## src/rtl/rc4_key_sched.sv

```systemverilog
module rc4_key_sched #(
  parameter int KEY_BYTES = 3
) (
  input  logic                   clk,
  input  logic                   rst_n,
  input  logic                   start,
  input  logic [8*KEY_BYTES-1:0] key_in,
  input  logic [7:0]             mem_rdata,
  output logic [7:0]             mem_addr,
  output logic [7:0]             mem_wdata,
  output logic                   mem_we,
  output logic                   busy,
  output logic                   done
);
  localparam int KW  = 8 * KEY_BYTES;
  localparam int KIW = (KEY_BYTES > 1) ? $clog2(KEY_BYTES) : 1;
  localparam logic [KIW-1:0] KLAST = KIW'(KEY_BYTES - 1);

  typedef enum logic [3:0] {
    ST_IDLE, ST_FILL, ST_RDI, ST_WTI, ST_RDJ, ST_WTJ, ST_WRI, ST_WRJ, ST_FIN
  } state_t;

  state_t         state;
  logic [7:0]     i, j, si, sj, kbyte;
  logic [KIW-1:0] kidx;
  logic [KW-1:0]  key_q;

  always_comb begin
    kbyte = '0;
    for (int k = 0; k < KEY_BYTES; k++)
      if (kidx == KIW'(k)) kbyte = key_q[(KEY_BYTES-1-k)*8 +: 8];
  end

  assign mem_addr  = (state == ST_RDJ || state == ST_WRJ) ? j : i;
  assign mem_wdata = (state == ST_WRI) ? sj : (state == ST_WRJ) ? si : i;
  assign mem_we    = (state == ST_FILL) || (state == ST_WRI) || (state == ST_WRJ);
  assign busy      = (state != ST_IDLE) && (state != ST_FIN);
  assign done      = (state == ST_FIN);

  always_ff @(posedge clk or negedge rst_n) begin
    if (!rst_n) begin
      state <= ST_IDLE;
      i     <= '0;
      j     <= '0;
      si    <= '0;
      sj    <= '0;
      kidx  <= '0;
      key_q <= '0;
    end else begin
      case (state)
        ST_IDLE: if (start) begin
          key_q <= key_in;
          i     <= '0;
          state <= ST_FILL;
        end
        ST_FILL: if (i == 8'hFF) begin
          i     <= '0;
          j     <= '0;
          kidx  <= '0;
          state <= ST_RDI;
        end else begin
          i <= i + 8'd1;
        end
        ST_RDI: state <= ST_WTI;
        ST_WTI: begin
          si    <= mem_rdata;
          j     <= j + mem_rdata + kbyte;
          kidx  <= (kidx == KLAST) ? '0 : kidx + KIW'(1);
          state <= ST_RDJ;
        end
        ST_RDJ: state <= ST_WTJ;
        ST_WTJ: begin
          sj    <= mem_rdata;
          state <= ST_WRI;
        end
        ST_WRI: state <= ST_WRJ;
        ST_WRJ: if (i == 8'hFF) begin
          state <= ST_FIN;
        end else begin
          i     <= i + 8'd1;
          state <= ST_RDI;
        end
        default: state <= ST_IDLE;
      endcase
    end
  end

  a_r1_no_write_idle: assert property (@(posedge clk) disable iff (!rst_n)
    !busy |-> !mem_we);

  a_r6_done_single: assert property (@(posedge clk) disable iff (!rst_n)
    done |=> !done);

  a_r6_done_after_write: assert property (@(posedge clk) disable iff (!rst_n)
    $rose(done) |-> $past(mem_we));

  a_r7_start_ignored: assert property (@(posedge clk) disable iff (!rst_n)
    (busy && start) |=> $stable(key_q));

  a_r4_write_pair: assert property (@(posedge clk) disable iff (!rst_n)
    (state == ST_WRI) |=> (mem_we && state == ST_WRJ));

  a_r2_fill_ascending: assert property (@(posedge clk) disable iff (!rst_n)
    (state == ST_FILL && $past(state) == ST_FILL) |-> (mem_addr == $past(mem_addr) + 8'd1));
endmodule

```

## config.mk

```make
export PLATFORM = sky130hd
export DESIGN_NAME = rc4_key_sched
export DESIGN_NICKNAME = d
export VERILOG_FILES = /design/src/rtl/rc4_key_sched.sv
export SDC_FILE = /design/constraint.sdc
export NUM_CORES = 1
export LEC_CHECK = 0
export BUFFER_PORTS_ARGS = -buffer_cell sky130_fd_sc_hd__buf_2
export CORE_ASPECT_RATIO = 1.2
export CORE_MARGIN = 1
export CORE_UTILIZATION = 45
export CTS_BUF_LIST = sky130_fd_sc_hd__clkbuf_4
export DETAILED_ROUTE_END_ITERATION = 8
export GPL_TIMING_DRIVEN = 0
export PLACE_DENSITY_LB_ADDON = 0.25
export SYNTH_ARGS = -nofsm -noshare
export SYNTH_HDL_FRONTEND = slang
export SYNTH_SLANG_ARGS = --single-unit
```

## constraint.sdc

```tcl
create_clock -name clk -period 3.6 [get_ports clk]
set_input_delay 0.72 -clock clk [delete_from_list [all_inputs] [get_ports clk]]
set_output_delay 0.72 -clock clk [all_outputs]
set_load 0.03 [all_outputs]
```

### Yosys cells after proc, flatten, opt, wreduce, memory -nomap -nowiden

Cells that the tools add are included.

* bits in registers: 62
* input port bits: 35

* reductions and logical operators: 13
* multiplexer cells: 19
* eq/ne operators: 15
* add/subtract/negate cells: 4

Operators by type and width (number)
* 8-bit two-way mux: 10
* 4-bit one-hot mux with 8 select lines: 1
* 8-bit one-hot mux with 3 select lines: 1
* 8-bit adder: 2
* 4-bit by 3-bit == test with 1-bit output (second input constant): 4
* 8-bit one-hot mux with 2 select lines: 1
* 4-bit two-way mux: 3
* 8-bit by 1-bit adder with 8-bit output (second input constant): 1
* 4-bit by 2-bit == test with 1-bit output (second input constant): 2
* 8-bit == test (second input constant): 1
* 2-bit AND reduction: 3
* 4-bit by 1-bit == test with 1-bit output (second input constant): 1
* 4-bit == test (second input constant): 1
* 4-bit logical NOT: 1
* 2-bit two-way mux: 2
* 2-bit != test (second input constant): 2
* 4-bit != test (second input constant): 1
* 2-bit one-hot mux with 2 select lines: 1
* 4-bit nonzero test: 1
* 1-bit logical OR: 3
* 3-bit AND reduction: 1
* 3-bit nonzero test: 1
* 2-bit by 1-bit adder with 2-bit output (second input constant): 1
* 2-bit by 1-bit == test with 1-bit output (second input constant): 1
* 5 further kinds: 5

### Longest topological paths before layout

Gate-level depths: netlist of run 1.

* word-level depth: 6
* mapped depth: 13
* mapped depth without buffers: 12

### Worst setup path after synthesis of run 1

OpenSTA, ideal clock, no wires.

* path type: flip-flop to flip-flop
* from: register kidx[0]
* to: register j[7]
* setup time: 0.083 ns
* cell stages (with the launch flop): 13
* arrival time: 2.800 ns
* buffers on the path: 1
* path slack: 0.716 ns
* required time: 3.517 ns
* cells stage by stage: dfrtp_1 buf_1 mux2i_1 o21ai_0 fa_1 ha_1 inv_1 fa_1 nand2b_1 a21oi_1 o22ai_1 xnor2_1 o21ai_0

* word-level cells in the longest chain between the ends: 6
* elaborated cells between the ends (all ways): 8
* those cells by class: add/sub (1); eq/ne (2); mux (4); reduce/logical (1)

Ends and longest elaborated chain
* start: declaration: line 25 `logic [KIW-1:0] kidx;`
* start signal: assignment: line 68 `kidx <= (kidx == KLAST) ? '0 : kidx + KIW'(1);`
* 2-bit logical NOT: line 31 `if (kidx == KIW'(k)) kbyte = key_q[(KEY_BYTES-1-k)*8 +: 8];`
* 8-bit two-way mux (2 in series): line 31
* 8-bit two-way mux (*): line 31
* 8-bit adder (*): line 67 `j <= j + mem_rdata + kbyte;`
* 8-bit one-hot mux with 2 select lines (*): line 50 `case (state)`
* end signal: assignment: line 67
* end: declaration: line 24 `logic [7:0] i, j, si, sj, kbyte;`

Every way passes the cells marked *; elsewhere a longest branch is shown, timed or not.
A chain may end at the register's enable or synchronous reset.

### Worst setup path in the final report of run 1

* from: register state[0]
* to: output port mem_wdata[2]

* word-level cells in the longest chain between the ends: 3
* elaborated cells between the ends (all ways): 4
* those cells by class: eq/ne (2); mux (2)

Ends and longest elaborated chain
* start: declaration: line 23 `state_t state;`
* start signal: assignment: line 42 `state <= ST_IDLE;`
* start signal: assignment: line 54 `state <= ST_FILL;`
* start signal: assignment: line 60 `state <= ST_RDI;`
* 4-bit by 3-bit == test with 1-bit output: line 35 `assign mem_wdata = (state == ST_WRI) ? sj : (state == ST_WRJ) ? si : i;`
* 8-bit two-way mux: line 35
* 8-bit two-way mux (*): line 35
* end: declaration: line 10 `output logic [7:0] mem_wdata,`

Marks and branches as above.

==> flow_summary.yaml, run 1 <==
timing:
  max_freq_ghz: 0.292
  timing_worst_slew_pin_value_ns: 0.922
  finalSetupViolations: 0
  maxSlewViolCount: 0
  unrepaired_setup_endpoints_after_global_routing: "false"
  worst_hold_slack_ns: 0.373
  skew_ns: 0.0157
  finalSetupTns_ns: 0
  timing.final.crit_share_pct: 95.1
  hold_viol: 0
  final_period_minus_worst_setup_slack_ns: 3.42
  slew-limit-headroom_pct: 38.3
global_routing:
  grt-ovfl-total: 0
  vias_in_the_first_global_route: 2568
  maximum_number_of_pins_on_one_net_before_global_route_repair: 63
  grtUsageTotal_pct: 21.3
  wire_length_of_the_first_global_routing_pass_mm: 12.6
  antenna_found_initial: 0
yosys:
  synth_flop_cell: "sky130_fd_sc_hd__dfrtp_1"
  number_of_flops_mapped_to_enable_cells_by_yosys: 0
  async_flop_share_pct: 100
  synthTopCellsByArea: "sky130_fd_sc_hd__dfrtp_1 (46%), sky130_fd_sc_hd__mux2_2 (14%), sky130_fd_sc_hd__nand2_1 (5.3%)"
  postSynthCellCount: 315
  syn_area_sq_um: 3400
  number_of_unique_standard_cell_types_used_by_synthesis: 48
  synth_top_cell_by_area: "sky130_fd_sc_hd__dfrtp_1"
  yosys_warn_count: 0
  synth_seq_cells: 62
  yosysSeqAreaShare_pct: 45.6
  netlist.area_leader.share_pct: 45.6
  net_count_synth: 365
  synth.most_common_cell: "sky130_fd_sc_hd__dfrtp_1"
  avgSynthCellArea_sq_um: 10.8
  post_synth_most_frequent_cells: "sky130_fd_sc_hd__dfrtp_1 (62), sky130_fd_sc_hd__nand2_1 (48), sky130_fd_sc_hd__mux2_2 (41)"
die:
  std_cell_rows: 34
  die_area_sq_um: 7910
  die-height_um: 97.2
  die-width_um: 81.4
  num_io_pins: 54
  start_util_pct: 46.8
  design.core.area_sq_um: 7270
power:
  p_int_mw: 1.01
  power.density_nw_per_um2: 328
  switching_share_pct: 22.1
  ir_drop_mv: 0.255
  net-switching-power_mw: 0.285
  pwr-share-seq_pct: 54.0
  pwr-share-comb_pct: 4.9
  leak_pwr_nw: 1.89
  clock_power_share_pct: 41.1
finish:
  fin_nets: 429
  insertedDiodeCount: 0
  finish.cell_count_without_fillers: 474
  areaGrowthSynthToFinish_pct: 15.6
  final_layout_size_suffix_gt1_share_pct: 31.0
setup_path:
  crit-reg2reg-launch: "kidx[0]"
  crit_type: "reg2out"
  reg2reg_depth: 12
  required_ns: 2.88
  r2r_end: "j[7]"
  reg2reg_slack_ns: 0.25
  crit_path_max_fanout: 10
  arrival_ns: 2.70
  worst_setup_path_end_kind: "primary output"
  worstSetupStartpointType: "flop"
place:
  placed_cells_incl_taps: 458
  port_buffers: 53
  gp_routability_congestion: 0.833
  detailed_place_hpwl_mm: 5.50
clock_network:
  clockRootBuffer: "sky130_fd_sc_hd__clkbuf_4"
  post_cts_buffers: 0
  cts_tree: "built"
  cts_buffers: 9
  clk_latency_ns: 0.40
  deepest_level_of_the_cts_h_tree: 3
  tritoncts_num_sinks: 62
  postCtsHoldBufs: 0
  cts_repair_resize_count: 0
  clk_pin_slew_worst_paths_ns: 0.11
  clockBufferDepth: 2
worst_hold_path:
  type_of_the_most_critical_hold_path: "in2async"
route:
  drc_errors: 0
  finalWirelength_mm: 7.48
  detailroute.via_count: 2555
  drt-met1-wl_mm: 3.39
  viasPerCell: 5.39
  detailedRoute.firstIterationViolations: 116
  wl_met3_um: 408
  drt_pass1_iterations: 4
  route.met2.wl_mm: 3.51
  post_drt_antenna_nets: 0
  post_drt_wl_per_cell_um: 15.8
  topRoutingLayerUsed: "met4"
flow_run:
  maxCapViolations: 0
status:
  status: "complete, no violations"
layout make-up:
type,instances,area [sq um]
Timing Repair Buffer,53,268
Sequential cell,62,1550
Clock inverter,6,76.3
Buffer,14,63.8
Clock buffer,10,75.1
Inverter,9,33.8
Fill cell,668,3340
Multi-Input combinational cell,230,1750
Tap cell,90,113
layer usage:
| layer | vias to the layer above | GRT usage (%) |
|---|---|---|
| met5 | - | 0 |
| met4 | 0 | 8.10 |
| met3 | 17 | 5.16 |
| met2 | 84 | 32.9 |
| met1 | 1218 | 28.5 |
| li1 | 1236 | - |
registers in the layout, summed over array words and instances, names as in the netlist:
register  flops
kidx          2
j             8
state         4
key_q        24
si            8
sj            8
i             8
placed cells by master, fill, tap and decap left out, types with 2 or more instances in the layout:
cell | Yosys | final
sky130_fd_sc_hd__clkbuf_4 | 0 | 10
sky130_fd_sc_hd__fa_1 | 8 | 8
sky130_fd_sc_hd__buf_1 | 2 | 2
sky130_fd_sc_hd__or2_2 | 2 | 2
sky130_fd_sc_hd__clkinv_1 | 0 | 3
sky130_fd_sc_hd__bufinv_16 | 0 | 2
sky130_fd_sc_hd__dfrtp_1 | 62 | 62
sky130_fd_sc_hd__inv_1 | 9 | 9
sky130_fd_sc_hd__a21o_1 | 2 | 2
sky130_fd_sc_hd__a21oi_1 | 9 | 9
sky130_fd_sc_hd__nor3b_1 | 2 | 2
sky130_fd_sc_hd__mux2_2 | 41 | 41
sky130_fd_sc_hd__buf_2 | 3 | 55
sky130_fd_sc_hd__mux2i_1 | 17 | 17
sky130_fd_sc_hd__ha_1 | 7 | 7
sky130_fd_sc_hd__o211ai_1 | 2 | 2
sky130_fd_sc_hd__xnor2_1 | 7 | 7
sky130_fd_sc_hd__nand2_1 | 48 | 48
sky130_fd_sc_hd__a22o_1 | 4 | 4
sky130_fd_sc_hd__nand3_1 | 7 | 7
sky130_fd_sc_hd__o21ai_0 | 18 | 18
sky130_fd_sc_hd__clkbuf_1 | 8 | 8
sky130_fd_sc_hd__nand2b_1 | 6 | 6
sky130_fd_sc_hd__nor4_1 | 4 | 4
sky130_fd_sc_hd__o2bb2ai_1 | 2 | 2
sky130_fd_sc_hd__xor2_1 | 4 | 4
sky130_fd_sc_hd__nor2_1 | 17 | 17
worst max path at each step:
stage,start,endpoint,slack (ns),cells after the start
floorplan,kidx[0],j[7],0.72,12
global placement,kidx[0],j[7],0.35,12
detailed placement,kidx[0],j[7],0.30,12
CTS,state[0],mem_wdata[2],0.18,7
global route,kidx[0],j[7],0.02,12
finish,state[0],mem_wdata[2],0.18,7
kinds of logic (layout without fill, tap and decap cells):
group                      after synthesis  in the layout  synth area share (%)
muxes                                   58             58                  18.6
and+or+nand+nor                        100            100                  14.3
adders and majority gates               15             15                  7.28
xor gates and xnor gates                11             11                  2.83
DFF                                     62             62                  45.6
buffers and inverters                   23             92                  2.87
AOI/OAI and AO/OA                       46             46                  8.57
power groups by stage:
| stage | clock network, mW | logic (mW) | registers [mW] |
|---|---|---|---|
| after global routing | 0.573 | 0.0737 | 0.698 |
| after global placement | 0 | 0.0622 | 0.711 |
| final | 0.530 | 0.0632 | 0.697 |
| after detailed placement | 0 | 0.0643 | 0.711 |
| after floorplan | 0 | 0.0226 | 0.711 |
| after CTS | 0.540 | 0.0649 | 0.697 |
per-stage QoR:
step	instance area (sq um)	power [mW]	worst slack [ns]	utilization, %
finish	3930	1.29	0.177	54.1
global route	3930	1.34	0.0185	54.1
CTS	3930	1.30	0.182	54.1
detailed placement	3780	0.775	0.295	52.0
global placement	3780	0.773	0.350	52.0
floorplan	3400	0.733	0.716	-
critical path, stage by stage, from the launching register on:
cell	delay (ns)
sky130_fd_sc_hd__dfrtp_1	0.42
sky130_fd_sc_hd__buf_2	0.18
sky130_fd_sc_hd__nand2b_1	0.17
sky130_fd_sc_hd__nor2_1	0.52
sky130_fd_sc_hd__clkbuf_1	0.49
sky130_fd_sc_hd__nand2_1	0.12
sky130_fd_sc_hd__o21ai_0	0.14
sky130_fd_sc_hd__buf_2	0.25
Note: power is estimated with default switching activity, not from simulation.
==> run 2, diff against run 1 <==
CORE_MARGIN = 2   (was 1)
==> run 2 against run 1 <==
Net effect: clock skew shrank 0.0021 ns; largest power group unchanged; largest cell class unchanged; combinational power grew 2%; via count shrank 2.5%; total power grew 8.6%; sequential share of layout area shrank 0.54 points; wire length grew 0.39%; first-iteration DRC count grew 11%; final area grew 1.4%; clock power grew 21%; non-clock buffer count grew 1; maximum frequency grew 2.8%; utilization grew 0.76 points.
==> flow_summary.yaml, run 2 (synthesized netlist as in run 1, its figures left out) <==
clock_network:
  cts_tree: "built"
  tritoncts_num_sinks: 62
  postCtsHoldBufs: 0
  clockRootBuffer: "sky130_fd_sc_hd__clkbuf_4"
  post_cts_buffers: 0
  cts_repair_resize_count: 0
  clk_pin_slew_worst_paths_ns: 0.12
  clockBufferDepth: 2
  clk_latency_ns: 0.42
  cts_buffers: 9
  deepest_level_of_the_cts_h_tree: 3
route:
  detailroute.via_count: 2492
  post_drt_antenna_nets: 0
  viasPerCell: 5.25
  drc_errors: 0
  drt_pass1_iterations: 4
  post_drt_wl_per_cell_um: 15.8
  finalWirelength_mm: 7.51
  detailedRoute.firstIterationViolations: 129
finish:
  fin_nets: 430
  largest_register_ff_count: 24
  final_layout_size_suffix_gt1_share_pct: 31.9
  registers.top_by_ff_count: "key_q"
  layout.cells.most_common_list: "sky130_fd_sc_hd__dfrtp_1 (62), sky130_fd_sc_hd__buf_2 (56), sky130_fd_sc_hd__nand2_1 (48)"
  fillers: 665
  insertedDiodeCount: 0
  areaGrowthSynthToFinish_pct: 17.2
  layout_commonest_cell: "sky130_fd_sc_hd__dfrtp_1"
power:
  pwr-share-seq_pct: 49.8
  clock_power_share_pct: 45.6
  switching_share_pct: 22.9
  pwr-share-comb_pct: 4.6
  leak_pwr_nw: 1.92
  power.density_nw_per_um2: 351
  p_int_mw: 1.08
  net-switching-power_mw: 0.321
  ir_drop_mv: 0.241
setup_path:
  critical_path.max_stage_delay_ns: 0.47
  required_ns: 2.88
  crit_path_frequent_cell: "sky130_fd_sc_hd__buf_2"
  cell_with_the_largest_stage_delay_on_the_worst_path: "sky130_fd_sc_hd__nor2_1"
  arrival_ns: 2.61
  crit_path_max_fanout: 10
  timing.critical_path.cells: "buf_2 -> nand2b_1 -> nor2_1 -> clkbuf_1 -> nand2_1 -> o21ai_0 -> buf_2"
  worstSetupStartpointType: "flop"
  worst_setup_path_end_kind: "primary output"
  crit_type: "reg2out"
timing:
  maxSlewViolCount: 0
  hold_viol: 0
  worst_hold_slack_ns: 0.348
  finalSetupTns_ns: 0
  skew_ns: 0.0136
  timing_worst_slew_pin_value_ns: 0.908
  final_period_minus_worst_setup_slack_ns: 3.33
  timing.final.crit_share_pct: 92.5
  slew-limit-headroom_pct: 39.2
  max_freq_ghz: 0.300
  finalSetupViolations: 0
  unrepaired_setup_endpoints_after_global_routing: "false"
die:
  die_area_sq_um: 8270
  num_io_pins: 54
  std_cell_rows: 34
  start_util_pct: 46.8
  die-width_um: 83.4
  die-height_um: 99.2
  design.core.area_sq_um: 7270
worst_hold_path:
  type_of_the_most_critical_hold_path: "in2async"
global_routing:
  grtUsageTotal_pct: 19.8
  wire_length_of_the_first_global_routing_pass_mm: 12.8
  vias_in_the_first_global_route: 2588
  maximum_number_of_pins_on_one_net_before_global_route_repair: 33
  grt-ovfl-total: 0
  antenna_found_initial: 0
flow_run:
  maxCapViolations: 0
status:
  status: "complete, no violations"
place:
  gp_routability_congestion: 0.873
  port_buffers: 53
  detailed_place_hpwl_mm: 5.69
## run 2: layout make-up
class | count | area (sq um) | share of cell area, %
multi-input cells | 230 | 1750 | 43.9
flip-flops and latches | 62 | 1550 | 38.9
repair buffers | 54 | 285 | 7.15
clock inverters | 7 | 121 | 3.04
well taps | 90 | 113 | 2.82
clock buffers | 9 | 67.6 | 1.69
plain buffers | 14 | 63.8 | 1.60
inverters | 9 | 33.8 | 0.847
## run 2: worst paths after layout
check,from,endpoint,slack [ns],cells after the start
min in group clk,si[4],si[4],0.49,2
max in group asynchronous,rst_n,key_q[19],2.61,2
worst max-delay path,state[0],mem_wdata[2],0.27,7
worst min-delay path,rst_n,state[1],0.35,1
worst min register to register,si[4],si[4],0.49,2
worst max register to register,kidx[0],j[7],0.28,12
## run 2: through the flow
step | instance area (sq um) | util [%] | total power [mW] | cells | setup WS (ns)
4_1_cts | 3990 | 54.8 | 1.42 | 475 | 0.238
6_report | 3990 | 54.8 | 1.40 | 475 | 0.269
3_5_place_dp | 3800 | 52.2 | 0.777 | 459 | 0.283
3_3_place_gp | 3780 | 52.0 | 0.773 | 458 | 0.342
5_1_grt | 3990 | 54.8 | 1.46 | 475 | 0.0165
2_1_floorplan | 3400 | - | 0.733 | 315 | 0.716
## run 2: power groups by stage
stage	combinational, mW	clock [mW]	sequential [mW]
after floorplan	0.0226	0	0.711
after global placement	0.0619	0	0.711
after detailed placement	0.0666	0	0.711
after CTS	0.0668	0.651	0.697
after global routing	0.0752	0.686	0.698
final	0.0645	0.639	0.697
## run 2: worst max-delay path: cells and delay by family, from the launching register on
kind	cells	cell delay, ns
buf+inv	3	0.88
simple gates	3	0.77
flops	1	0.42
compound gates	1	0.13
## run 2: layer usage
| metal | up-vias | GRT usage [%] | share of wire [%] |
|---|---|---|---|
| li1 | 1231 | - | - |
| met2 | 66 | 31.8 | 47 |
| met4 | 0 | 9.84 | 2.6 |
| met1 | 1181 | 25.9 | 45 |
| met5 | - | 0 | 0 |
| met3 | 14 | 3.82 | 5.3 |
==> run 3, diff against run 2 <==
ABC_AREA = 1   (was default)
HOLD_SLACK_MARGIN = 0.06   (was default)
==> run 3 against run 2 <==
Net effect: non-clock buffer count is 6 lower; clock power shrank 16%; maximum frequency grew 17%; die area grew 2.0%; utilization decreased by 1.9 points; hold slack better by 0.033 ns; first-iteration DRC count grew 9.3%; critical path type unchanged; via count up 15%.
==> flow_summary.yaml, run 3 <==
status:
  status: "complete, no violations"
finish:
  areaGrowthSynthToFinish_pct: 15.5
  insertedDiodeCount: 0
  fin_nets: 522
  layout_commonest_cell: "sky130_fd_sc_hd__nand2_1"
  final_layout_size_suffix_gt1_share_pct: 23.1
  layout.cells.most_common_list: "sky130_fd_sc_hd__nand2_1 (114), sky130_fd_sc_hd__dfrtp_1 (62), sky130_fd_sc_hd__buf_2 (59)"
  registers.top_by_ff_count: "key_q"
  largest_register_ff_count: 24
setup_path:
  worstSetupStartpointType: "flop"
  timing.critical_path.cells: "nand2_1 -> inv_1 -> nor2_1 -> nand2_1 -> buf_2 -> o21ai_0 -> buf_2"
  startpoint: "state[0]"
  critical_path.max_stage_delay_ns: 0.45
  reg2reg_slack_ns: 0.84
  worst_setup_path_end_kind: "primary output"
  critical_path_buf_inv_count: 3
  cell_with_the_largest_stage_delay_on_the_worst_path: "sky130_fd_sc_hd__dfrtp_1"
  crit_path_max_fanout: 10
  critical_path_cell_count: 7
  required_ns: 2.88
  r2r_end: "j[5]"
  cpLargestDelayFamily: "buffers and inverters"
  worst_setup_path_endpoint: "mem_addr[6]"
  reg2reg_depth: 12
  arrival_ns: 2.12
  crit-reg2reg-launch: "kidx[1]"
  crit_type: "reg2out"
die:
  die_area_sq_um: 8440
  start_util_pct: 45.8
  num_io_pins: 54
  die-height_um: 100
  die-width_um: 84.2
  design.core.area_sq_um: 7580
  std_cell_rows: 35
timing:
  timing.final.crit_share_pct: 78.8
  finalSetupTns_ns: 0
  hold_viol: 0
  maxSlewViolCount: 0
  finalSetupViolations: 0
  timing_worst_slew_pin_value_ns: 0.779
  skew_ns: 0.0218
  final_period_minus_worst_setup_slack_ns: 2.84
  unrepaired_setup_endpoints_after_global_routing: "false"
  max_freq_ghz: 0.353
  slew-limit-headroom_pct: 48.1
global_routing:
  antenna_found_initial: 0
  grt-ovfl-total: 0
  grtUsageTotal_pct: 20.0
  wire_length_of_the_first_global_routing_pass_mm: 13.2
  vias_in_the_first_global_route: 2848
  maximum_number_of_pins_on_one_net_before_global_route_repair: 63
yosys:
  number_of_flops_mapped_to_enable_cells_by_yosys: 0
  synth_top_cell_by_area: "sky130_fd_sc_hd__dfrtp_1"
  net_count_synth: 458
  syn_area_sq_um: 3470
  yosys_warn_count: 0
  avgSynthCellArea_sq_um: 8.51
  synth_flop_cell: "sky130_fd_sc_hd__dfrtp_1"
  netlist.area_leader.share_pct: 44.7
  number_of_unique_standard_cell_types_used_by_synthesis: 34
  post_synth_most_frequent_cells: "sky130_fd_sc_hd__nand2_1 (114), sky130_fd_sc_hd__dfrtp_1 (62), sky130_fd_sc_hd__inv_1 (51)"
  synth_seq_cells: 62
  yosysSeqAreaShare_pct: 44.7
  async_flop_share_pct: 100
  synthTopCellsByArea: "sky130_fd_sc_hd__dfrtp_1 (45%), sky130_fd_sc_hd__nand2_1 (12%), sky130_fd_sc_hd__o21ai_0 (6.8%)"
  postSynthCellCount: 408
  synth.most_common_cell: "sky130_fd_sc_hd__nand2_1"
route:
  viasPerCell: 5.06
  detailroute.via_count: 2878
  post_drt_wl_per_cell_um: 13.5
  detailedRoute.firstIterationViolations: 141
  finalWirelength_mm: 7.69
  drt_pass1_iterations: 4
  post_drt_antenna_nets: 0
  drc_errors: 0
power:
  power.density_nw_per_um2: 347
  report.power.total_mw: 1.39
  ir_drop_mv: 0.254
  leak_pwr_nw: 2.04
place:
  port_buffers: 53
  detailed_place_hpwl_mm: 5.95
  gp_routability_congestion: 0.869
clock_network:
  cts_buffers: 9
  post_cts_buffers: 0
  clk_latency_ns: 0.40
  postCtsHoldBufs: 0
  cts_repair_resize_count: 0
  deepest_level_of_the_cts_h_tree: 3
  clockBufferDepth: 2
  clockRootBuffer: "sky130_fd_sc_hd__clkbuf_4"
  clk_pin_slew_worst_paths_ns: 0.11
  cts_tree: "built"
  tritoncts_num_sinks: 62
worst_hold_path:
  type_of_the_most_critical_hold_path: "in2async"
flow_run:
  maxCapViolations: 0
==> run 3: layer usage <==
layer  up-vias  track usage, %  share of wire [%]
met5         -               0                  0
met4         0            9.18                2.0
met3        15            3.62                3.7
met2        65            33.8                 49
met1      1338            25.1                 45
li1       1460               -                  -
==> run 3: area by class of cell <==
cell class	count	area (sq um)
tap	92	115
multi-input combinational	283	1670
sequential	62	1550
buffer	9	50.0
clock buffer	11	82.6
inverter	54	203
fill	749	3560
timing repair buffer	53	268
clock inverter	5	73.8
==> run 3: worst reg2reg max path, delay by kind of cell, from the launching register on <==
| family | cells | cell delay (ns) |
|---|---|---|
| buf+inv | 3 | 0.25 |
| simple gates | 2 | 0.52 |
| compound gates | 3 | 0.43 |
| fa+ha+maj | 3 | 0.89 |
| flops | 1 | 0.41 |
| xor+xnor | 1 | 0.15 |
==> run 3: cells by family (layout without fill, tap and decap cells) <==
| family | after synthesis | count (layout) | share of synthesized area, % |
|---|---|---|---|
| buffers and inverters | 63 | 132 | 7.28 |
| AND/OR/NAND/NOR | 167 | 167 | 20.7 |
| flip-flops | 62 | 62 | 44.7 |
| adder cells (fa/ha/maj) | 15 | 15 | 7.13 |
| XOR/XNOR | 5 | 5 | 1.26 |
| AO/OA/AOI/OAI | 79 | 79 | 13.4 |
| multiplexers | 17 | 17 | 5.51 |
==> run 3: how the worst min path moves through the flow <==
| stage | from | endpoint | slack [ns] |
|---|---|---|---|
| 2_1_floorplan | rst_n | i[0] | 0.42 |
| 5_1_grt | rst_n | state[1] | 0.43 |
| 3_5_place_dp | sj[3] | sj[3] | 0.47 |
| 3_3_place_gp | sj[2] | sj[2] | 0.47 |
| 4_1_cts | rst_n | state[1] | 0.40 |
| 6_report | rst_n | state[1] | 0.38 |
==> run 3: power breakdown <==
group,internal (mW),total [mW],leakage [nW],switching (mW)
logic,0.0574,0.135,1.27,0.0772
clock network,0.293,0.539,0.0883,0.246
registers,0.711,0.717,0.687,0.00604
==> run 3: stage by stage <==
step | cells | hold slack (ns) | setup slack [ns] | instance area, sq um | utilization, %
floorplan | 408 | 0.424 | 1.18 | 3470 | -
global placement | 553 | 0.467 | 0.883 | 3850 | 50.9
detailed placement | 553 | 0.473 | 0.848 | 3850 | 50.9
CTS | 569 | 0.401 | 0.770 | 4010 | 52.9
global route | 569 | 0.428 | 0.596 | 4010 | 52.9
finish | 569 | 0.381 | 0.765 | 4010 | 52.9
